[src/rtl/vig_pkg.sv]
package vig_pkg;

  typedef enum logic [1:0] {
    ST_IDLE,
    ST_STEP,
    ST_DIV,
    ST_CHECK
  } vig_state_t;

  typedef struct packed {
    logic accept;
    logic step;
    logic divStep;
    logic deliver;
    logic deliverErr;
  } vig_strobe_t;

endpackage

[src/rtl/vig_dp.sv]
module vig_dp
  import vig_pkg::*;
#(
  parameter int          IDX_W  = 6,
  parameter int          LFSR_W = 32,
  parameter logic [31:0] TAP    = 32'hD000_0001,
  parameter logic [31:0] SEED   = 32'h0000_0001
) (
  input  logic             clk,
  input  logic             rst_n,
  input  vig_strobe_t      strb,
  input  logic [IDX_W-1:0] numEntries,
  input  logic [IDX_W-1:0] wiredCount,
  output logic             rangeBad,
  output logic             sameAsPrev,
  output logic [IDX_W-1:0] idxOut,
  output logic             rangeError
);

  localparam int EXT_W = IDX_W + 1;
  localparam logic [LFSR_W-1:0] TAP_V  = LFSR_W'(TAP);
  localparam logic [LFSR_W-1:0] SEED_V = LFSR_W'(SEED);

  logic [LFSR_W-1:0] lfsrState, lfsrNext, dividend;
  logic [IDX_W-1:0]  remReg, remNext, entriesLat, wiredLat, divisor;
  logic [IDX_W-1:0]  candidate, prevIdx;
  logic [EXT_W-1:0]  trial, trialDiff;
  logic              trialFits, errReg;

  // Range check on the live inputs: a span of 0 or 1 (or negative) is unusable
  assign rangeBad = {1'b0, numEntries} <= ({1'b0, wiredCount} + EXT_W'(1));

  assign lfsrNext = (lfsrState >> 1) ^ (lfsrState[0] ? TAP_V : '0);

  // Restoring division, one dividend bit per cycle, MSB first
  assign divisor   = entriesLat - wiredLat;
  assign trial     = {remReg, dividend[LFSR_W-1]};
  assign trialFits = trial >= {1'b0, divisor};
  assign trialDiff = trial - {1'b0, divisor};
  assign remNext   = trialFits ? trialDiff[IDX_W-1:0] : trial[IDX_W-1:0];

  assign candidate  = remReg + wiredLat;
  assign sameAsPrev = (candidate == prevIdx);

  always_ff @(posedge clk) begin
    if (!rst_n) begin
      lfsrState  <= SEED_V;
      dividend   <= '0;
      remReg     <= '0;
      entriesLat <= '0;
      wiredLat   <= '0;
      prevIdx    <= '0;
      errReg     <= 1'b0;
    end else begin
      if (strb.accept) begin
        entriesLat <= numEntries;
        wiredLat   <= wiredCount;
      end
      if (strb.step) begin
        lfsrState <= lfsrNext;
        dividend  <= lfsrNext;
        remReg    <= '0;
      end else if (strb.divStep) begin
        dividend <= dividend << 1;
        remReg   <= remNext;
      end
      if (strb.deliverErr) begin
        prevIdx <= wiredCount;
        errReg  <= 1'b1;
      end else if (strb.deliver) begin
        prevIdx <= candidate;
        errReg  <= 1'b0;
      end
    end
  end

  assign idxOut     = prevIdx;
  assign rangeError = errReg;

  p_lfsr_alive_r2: assert property (@(posedge clk) disable iff (!rst_n)
    lfsrState != '0);

  p_in_range_r3: assert property (@(posedge clk) disable iff (!rst_n)
    strb.deliver |-> (candidate >= wiredLat) && (candidate < entriesLat));

  p_fresh_index_r4: assert property (@(posedge clk) disable iff (!rst_n)
    strb.deliver |-> candidate != prevIdx);

  p_hold_prev_r5: assert property (@(posedge clk) disable iff (!rst_n)
    !(strb.deliver || strb.deliverErr) |=> $stable(prevIdx));

  p_err_no_step_r8: assert property (@(posedge clk) disable iff (!rst_n)
    strb.deliverErr |=> $stable(lfsrState));

endmodule

[src/rtl/vig_ctrl.sv]
module vig_ctrl
  import vig_pkg::*;
#(
  parameter int LFSR_W = 32
) (
  input  logic        clk,
  input  logic        rst_n,
  input  logic        reqValid,
  input  logic        rangeBad,
  input  logic        sameAsPrev,
  output vig_strobe_t strb,
  output logic        reqReady,
  output logic        idxValid
);

  localparam int CNT_W = $clog2(LFSR_W + 1);
  localparam logic [CNT_W-1:0] LAST_BIT = CNT_W'(LFSR_W - 1);

  vig_state_t state, stateNext;
  logic [CNT_W-1:0] divCnt;
  logic validReg;

  always_comb begin
    strb            = '0;
    strb.accept     = (state == ST_IDLE) && reqValid;
    strb.deliverErr = strb.accept && rangeBad;
    strb.step       = (state == ST_STEP);
    strb.divStep    = (state == ST_DIV);
    strb.deliver    = (state == ST_CHECK) && !sameAsPrev;
  end

  always_comb begin
    stateNext = state;
    unique case (state)
      ST_IDLE:  if (strb.accept && !rangeBad) stateNext = ST_STEP;
      ST_STEP:  stateNext = ST_DIV;
      ST_DIV:   if (divCnt == LAST_BIT) stateNext = ST_CHECK;
      ST_CHECK: stateNext = sameAsPrev ? ST_STEP : ST_IDLE;
      default:  stateNext = ST_IDLE;
    endcase
  end

  always_ff @(posedge clk) begin
    if (!rst_n) begin
      state    <= ST_IDLE;
      divCnt   <= '0;
      validReg <= 1'b0;
    end else begin
      state    <= stateNext;
      validReg <= strb.deliver || strb.deliverErr;
      if (state == ST_DIV) divCnt <= divCnt + CNT_W'(1);
      else                 divCnt <= '0;
    end
  end

  assign reqReady = (state == ST_IDLE);
  assign idxValid = validReg;

  p_valid_when_idle_r7: assert property (@(posedge clk) disable iff (!rst_n)
    idxValid |-> reqReady);

  p_check_after_div_r6: assert property (@(posedge clk) disable iff (!rst_n)
    (state == ST_CHECK) |-> $past(state == ST_DIV && divCnt == LAST_BIT));

  p_div_after_step_r6: assert property (@(posedge clk) disable iff (!rst_n)
    (state == ST_STEP) |=> (state == ST_DIV) && (divCnt == '0));

endmodule

[src/rtl/victim_index_gen.sv]
module victim_index_gen
  import vig_pkg::*;
#(
  parameter int          IDX_W  = 6,
  parameter int          LFSR_W = 32,
  parameter logic [31:0] TAP    = 32'hD000_0001,
  parameter logic [31:0] SEED   = 32'h0000_0001
) (
  input  logic             clk,
  input  logic             rst_n,
  input  logic             reqValid,
  output logic             reqReady,
  input  logic [IDX_W-1:0] numEntries,
  input  logic [IDX_W-1:0] wiredCount,
  output logic             idxValid,
  output logic [IDX_W-1:0] idxOut,
  output logic             rangeError
);

  vig_strobe_t strb;
  logic rangeBad, sameAsPrev;

  vig_ctrl #(.LFSR_W(LFSR_W)) u_ctrl (
    .clk        (clk),
    .rst_n      (rst_n),
    .reqValid   (reqValid),
    .rangeBad   (rangeBad),
    .sameAsPrev (sameAsPrev),
    .strb       (strb),
    .reqReady   (reqReady),
    .idxValid   (idxValid)
  );

  vig_dp #(.IDX_W(IDX_W), .LFSR_W(LFSR_W), .TAP(TAP), .SEED(SEED)) u_dp (
    .clk        (clk),
    .rst_n      (rst_n),
    .strb       (strb),
    .numEntries (numEntries),
    .wiredCount (wiredCount),
    .rangeBad   (rangeBad),
    .sameAsPrev (sameAsPrev),
    .idxOut     (idxOut),
    .rangeError (rangeError)
  );

endmodule

[config.mk]
export PLATFORM = sky130hd
export DESIGN_NAME = victim_index_gen
export DESIGN_NICKNAME = d
export VERILOG_FILES = /design/src/rtl/vig_pkg.sv /design/src/rtl/vig_dp.sv /design/src/rtl/vig_ctrl.sv /design/src/rtl/victim_index_gen.sv
export SDC_FILE = /design/constraint.sdc
export NUM_CORES = 1
export LEC_CHECK = 0
export BUFFER_PORTS_ARGS = -buffer_cell sky130_fd_sc_hd__buf_2
export CORE_MARGIN = 8
export CORE_UTILIZATION = 50
export CTS_CLUSTER_DIAMETER = 200
export DETAILED_ROUTE_END_ITERATION = 10
export PLACE_DENSITY = 0.67
export SLEW_MARGIN = 40
export SYNTH_ARGS = -nofsm -noshare
export SYNTH_HDL_FRONTEND = slang
export SYNTH_HIERARCHICAL = 1
export SYNTH_SLANG_ARGS = --single-unit
[constraint.sdc]
create_clock -name clk -period 3.8 [get_ports clk]
set_input_delay 0.57 -clock clk [delete_from_list [all_inputs] [get_ports clk]]
set_output_delay 0.57 -clock clk [all_outputs]
set_load 0.01 [all_outputs]
# Word level (Yosys, flattened, before mapping)
# Index checks and enable logic that the tools add are counted.
[totals]
inputBits = 15
regBits = 98
[op_classes]
addsub = 5
n_bitwise = 2
magnitude_cmp = 2
n_mux = 12
eq_ne = 7
reduce_logical = 13
[ops]
columns = ["operator", "n"]
rows = [
  ["32-bit two-way mux", 3],
  ["31-bit by 32-bit XOR with 32-bit output", 1],
  ["6-bit two-way mux", 3],
  ["6-bit subtractor", 2],
  ["2-bit case mux with 4 select lines", 1],
  ["6-bit by 1-bit adder with 7-bit output (second input constant)", 1],
  ["7-bit by 6-bit greater-or-equal comparator with 1-bit output", 1],
  ["6-bit by 7-bit less-or-equal comparator with 1-bit output", 1],
  ["6-bit by 1-bit adder with 6-bit output (second input constant)", 1],
  ["6-bit adder", 1],
  ["6-bit by 5-bit equality test with 1-bit output (second input constant)", 1],
  ["6-bit equality test", 1],
  ["2-bit equality test (second input constant)", 2],
  ["1-bit logical AND", 4],
  ["2-bit two-way mux", 2],
  ["2-bit by 1-bit != test with 1-bit output (second input constant)", 2],
  ["2-bit AND reduction", 2],
  ["2-bit nonzero test", 2],
  ["1-bit two-way mux", 3],
  ["2-bit by 1-bit equality test with 1-bit output (second input constant)", 1],
  ["1-bit logical NOT", 2],
  ["2-bit logical NOT", 1],
  ["2-bit OR reduction", 1],
  ["1-bit logical OR", 1],
  ["1-bit inverter", 1],
]

# Longest topological paths before layout
[logic_depth]
ltp_word = 6
ltp_mapped = 13
depth_no_buf = 13

# Modules after synthesis
# The synthesis kept the hierarchy.
[modules_own_cells]
columns = ["mod", "cells_each", "seq_area_each_um2", "area_each_um2", "instances"]
rows = [
  ["vig_dp", 511, 1781.7, 4633.2, 1],
  ["vig_ctrl", 50, 180.2, 449.2, 1],
]

# Worst setup path before layout
# OpenSTA, ideal clock, no wires.
[synth_path]
path_type = "input to register"
startpoint = "input wiredCount[0]"
endpoint = "register u_dp.prevIdx[5] (netlist: u_dp/idxOut[5])"
t_arrival_ps = 2523
setup_time_ps = 117
path_slack_ps = 1160
stages = 12
cell_sequence = "ha_1 > inv_1 > ha_1 > nor2b_1 > o21a_1 > o21a_1 > o21ai_0 > a211o_1 > and3_1 > inv_1 > o211a_1 > a32o_1"
[synth_lines]
columns = ["element", "line_no", "source"]
rows = [
  ["start, declared", "victim_index_gen.sv:14", "input logic [IDX_W-1:0] wiredCount,"],
  ["end signal, assigned", "vig_dp.sv:68", "prevIdx <= wiredCount;"],
  ["end signal, assigned", "vig_dp.sv:71", "prevIdx <= candidate;"],
  ["end, declared", "vig_dp.sv:26", "logic [IDX_W-1:0] candidate, prevIdx;"],
]

==> flow_metrics.py <==
metrics = {
    "floorplan": {
        "die_w_um": 117,
        "io_pins": 24,
        "dieArea_um2": 13600,
        "coreArea_um2": 10100,
        "rows": 37,
        "start_util_pct": 50.4,
        "dieHeight_um": 117,
    },
    "route": {
        "first_pass_iters": 4,
        "drcViolationCount": 0,
        "vias_per_cell": 5.16,
        "wl_um": 9240,
        "dr_total_vias": 3663,
        "antenna_left": 0,
        "wire_per_inst_um": 13.0,
        "dr.first_iter.drc_count": 269,
    },
    "final_layout": {
        "syn2layout_area_growth_pct": 8.32,
        "final_cells": 710,
        "layout.nets": 615,
        "drive_above_1_share_pct": 8.36,
        "fin_area_um2": 5510,
        "antenna_cells": 0,
        "fill_cells": 967,
    },
    "synth": {
        "synth_seq_cells": 98,
        "netlist.area_leader.share_pct": 38.6,
        "synth.cell_area_um2": 5080,
        "syn_nets": 607,
        "synth_async_sr_flop_share_pct": 0,
        "synth.avg_cell_area_um2": 9.06,
        "seq_area_frac_synth_pct": 38.6,
        "synth_area_leaders": "dfxtp_1 (39%), mux2i_1 (8.5%), ha_1 (6.9%)",
        "synth.area.mux_share_pct": 8.47,
        "synth-edff-count": 0,
        "synthAdderAreaFrac_pct": 8.07,
        "yosys.area_share.simple_pct": 19.6,
        "synth_top_flop_cell": "dfxtp_1",
        "synth_area_leader_cell": "dfxtp_1",
        "yosysUniqueCellTypes": 46,
        "synth_cells": 561,
        "synth-compound-area-share_pct": 16.6,
        "synth_top_family_by_area": "simple AND/OR/NAND/NOR gates",
        "yosys.area_share.xor_xnor_pct": 4.95,
        "synth_warnings": 6,
    },
    "status": {
        "status": "complete, no violations",
    },
    "worst_setup_path": {
        "path_max_fanout": 10,
        "critPathKind": "reg -> reg",
        "crit_path_end_kind": "register",
        "cp-start-kind": "register",
        "crit_chain": "ha_1, fa_1, a21o_1, a21oi_1, xnor2_1, xnor2_1, and4_1, nor2b_1, mux2i_1, nand2_1, o211a_1",
        "max_stage_delay_ns": 0.55,
        "critical_path.slowest_cell": "nor2b_1",
        "cp_data_arrival_time_ns": 3.27,
        "cpMostUsedCell": "xnor2_1",
        "cp.required_ns": 4.06,
    },
    "clocking": {
        "clk_pin_slew_ns": 0.09,
        "htree_levels": 3,
        "cts_hold_buf": 0,
        "insertion_delay_ns": 0.36,
        "cts_buffers": 9,
        "cts_setup_buffers": 0,
        "cts_tree": "done",
        "cts_max_path_buffers": 2,
        "cts_resized": 0,
        "cts_sinks": 98,
        "cts_root_buffer": "clkbuf_8",
    },
    "global_route": {
        "grt_pass1_vias": 3548,
        "gr-total-overflow": 0,
        "antenna_found_initial": 0,
        "grt_max_degree": 98,
        "grt_pass1_wl_um": 16300,
        "grt_usage_pct": 14.7,
    },
    "place": {
        "gp_congestion": 0.866,
        "dpl.cell_count": 694,
        "placed_area_um2": 5280,
        "dp_hpwl_um": 6460,
        "numPortBuffers": 23,
    },
    "timing": {
        "timing.hold.ws_ns": 0.475,
        "drv_slew": 0,
        "relSlewSlack_pct": 50.7,
        "finClkSkew_ns": 0.00997,
        "finalSetupViolations": 0,
        "tightest_slew_ns": 0.740,
        "period_share_pct": 79.3,
        "min_period_ns": 3.01,
        "rsz0062_at_grt": "false",
        "fmax_mhz": 332,
        "hold_viol_final": 0,
        "setup_tns_ns": 0,
    },
    "power": {
        "ir_drop_mv": 0.246,
        "p_per_area_nw_per_um2": 566,
        "p_leak_nw": 2.14,
    },
    "hold_path": {
        "min_path_type": "reg -> reg",
    },
    "run": {
        "max-cap-violations": 0,
    },
}
-- synthesized netlist by cell type (12+ instances only) --
cell      count
a21boi_0     29
dfxtp_1      98
a21oi_1      19
o21ai_0      44
inv_1        18
nand2_1      45
ha_1         28
clkbuf_1     23
nand2b_1     33
mux2i_1      43
nor2b_1      22
nor2_1       22
xnor2_1      12
xor2_1       14
and2_1       31
-- kinds of logic after synthesis --
group	count (synthesis)
DFF	98
buffers and inverters	47
and+or+nand+nor	186
xor gates and xnor gates	27
muxes	43
adders and majority gates	31
AOI/OAI and AO/OA	129
-- where the power goes --
group / total, mW / switching, mW / internal (mW)
Sequential: 1.19 / 0.0771 / 1.12
Clock: 0.754 / 0.361 / 0.393
Combinational: 1.17 / 0.664 / 0.506
-- through the flow --
step / setup WS, ns / utilization, % / power [mW]
3_5_place_dp: 0.795 / 52.3 / 2.38
4_1_cts: 0.756 / 54.6 / 3.15
2_1_floorplan: 1.16 / - / 2.16
6_report: 0.787 / 54.6 / 3.12
5_1_grt: 0.457 / 54.6 / 3.34
3_3_place_gp: 0.857 / 52.3 / 2.36
-- cell usage in the layout, fill, tap and decap left out, types with 5 or more instances in the layout --
cell type / count
clkbuf_8: 10
xor2_1: 14
nor2_1: 22
and2_1: 31
or3_1: 5
a211oi_1: 7
nand3_1: 10
buf_2: 23
mux2i_1: 43
nand2_1: 45
inv_1: 18
dfxtp_1: 98
nor2b_1: 22
o21ai_0: 44
xnor2_1: 12
a21oi_1: 19
a21boi_0: 29
ha_1: 26
nand2b_1: 33
o211a_1: 5
-- worst max-delay path: cells and delay by family, from the launching register on --
kind	cells	cell delay [ns]
AO/OA/AOI/OAI	3	0.46
XOR/XNOR	2	0.29
adder cells (fa/ha/maj)	2	0.68
flip-flops	1	0.39
multiplexers	1	0.28
AND/OR/NAND/NOR	3	0.81
-- path summary, 6_finish.rpt --
kind	startpoint	end	slack, ns	depth (start not counted)
max	u_dp/remReg[0]	u_dp/idxOut[0]	0.79	11
min reg2reg	u_dp/lfsrState[30]	u_dp/lfsrState[30]	0.47	2
min	u_dp/lfsrState[30]	u_dp/lfsrState[30]	0.47	2
max reg2reg	u_dp/remReg[0]	u_dp/idxOut[0]	0.79	11
-- final cells by class --
cell class / count / area (µm²) / area share (%)
multi-input cells: 416 / 2940 / 53.4
flip-flops and latches: 98 / 1960 / 35.6
inverters: 18 / 67.6 / 1.23
well taps: 136 / 170 / 3.09
clock buffers: 11 / 141 / 2.57
clock inverters: 5 / 85.1 / 1.55
repair buffers: 26 / 138 / 2.50
-- routing by layer --
layer / routed length [µm] / GRT usage [%] / vias up
met4: 178 / 6.40 / 0
met5: 0 / 0 / -
li1: - / - / 1946
met3: 243 / 2.41 / 16
met2: 4170 / 24.0 / 38
met1: 4650 / 18.8 / 1663
-- registers in the layout, summed over array words and instances, names as in the netlist --
name,cells
u_dp/dividend,32
u_dp/lfsrState,32
u_ctrl/divCnt,6
u_dp/entriesLat,6
u_dp/idxOut,6
u_dp/remReg,6
u_dp/wiredLat,6
u_ctrl/state,2
u_ctrl/idxValid,1
u_dp/rangeError,1
Note: power is estimated with default switching activity, not from simulation.
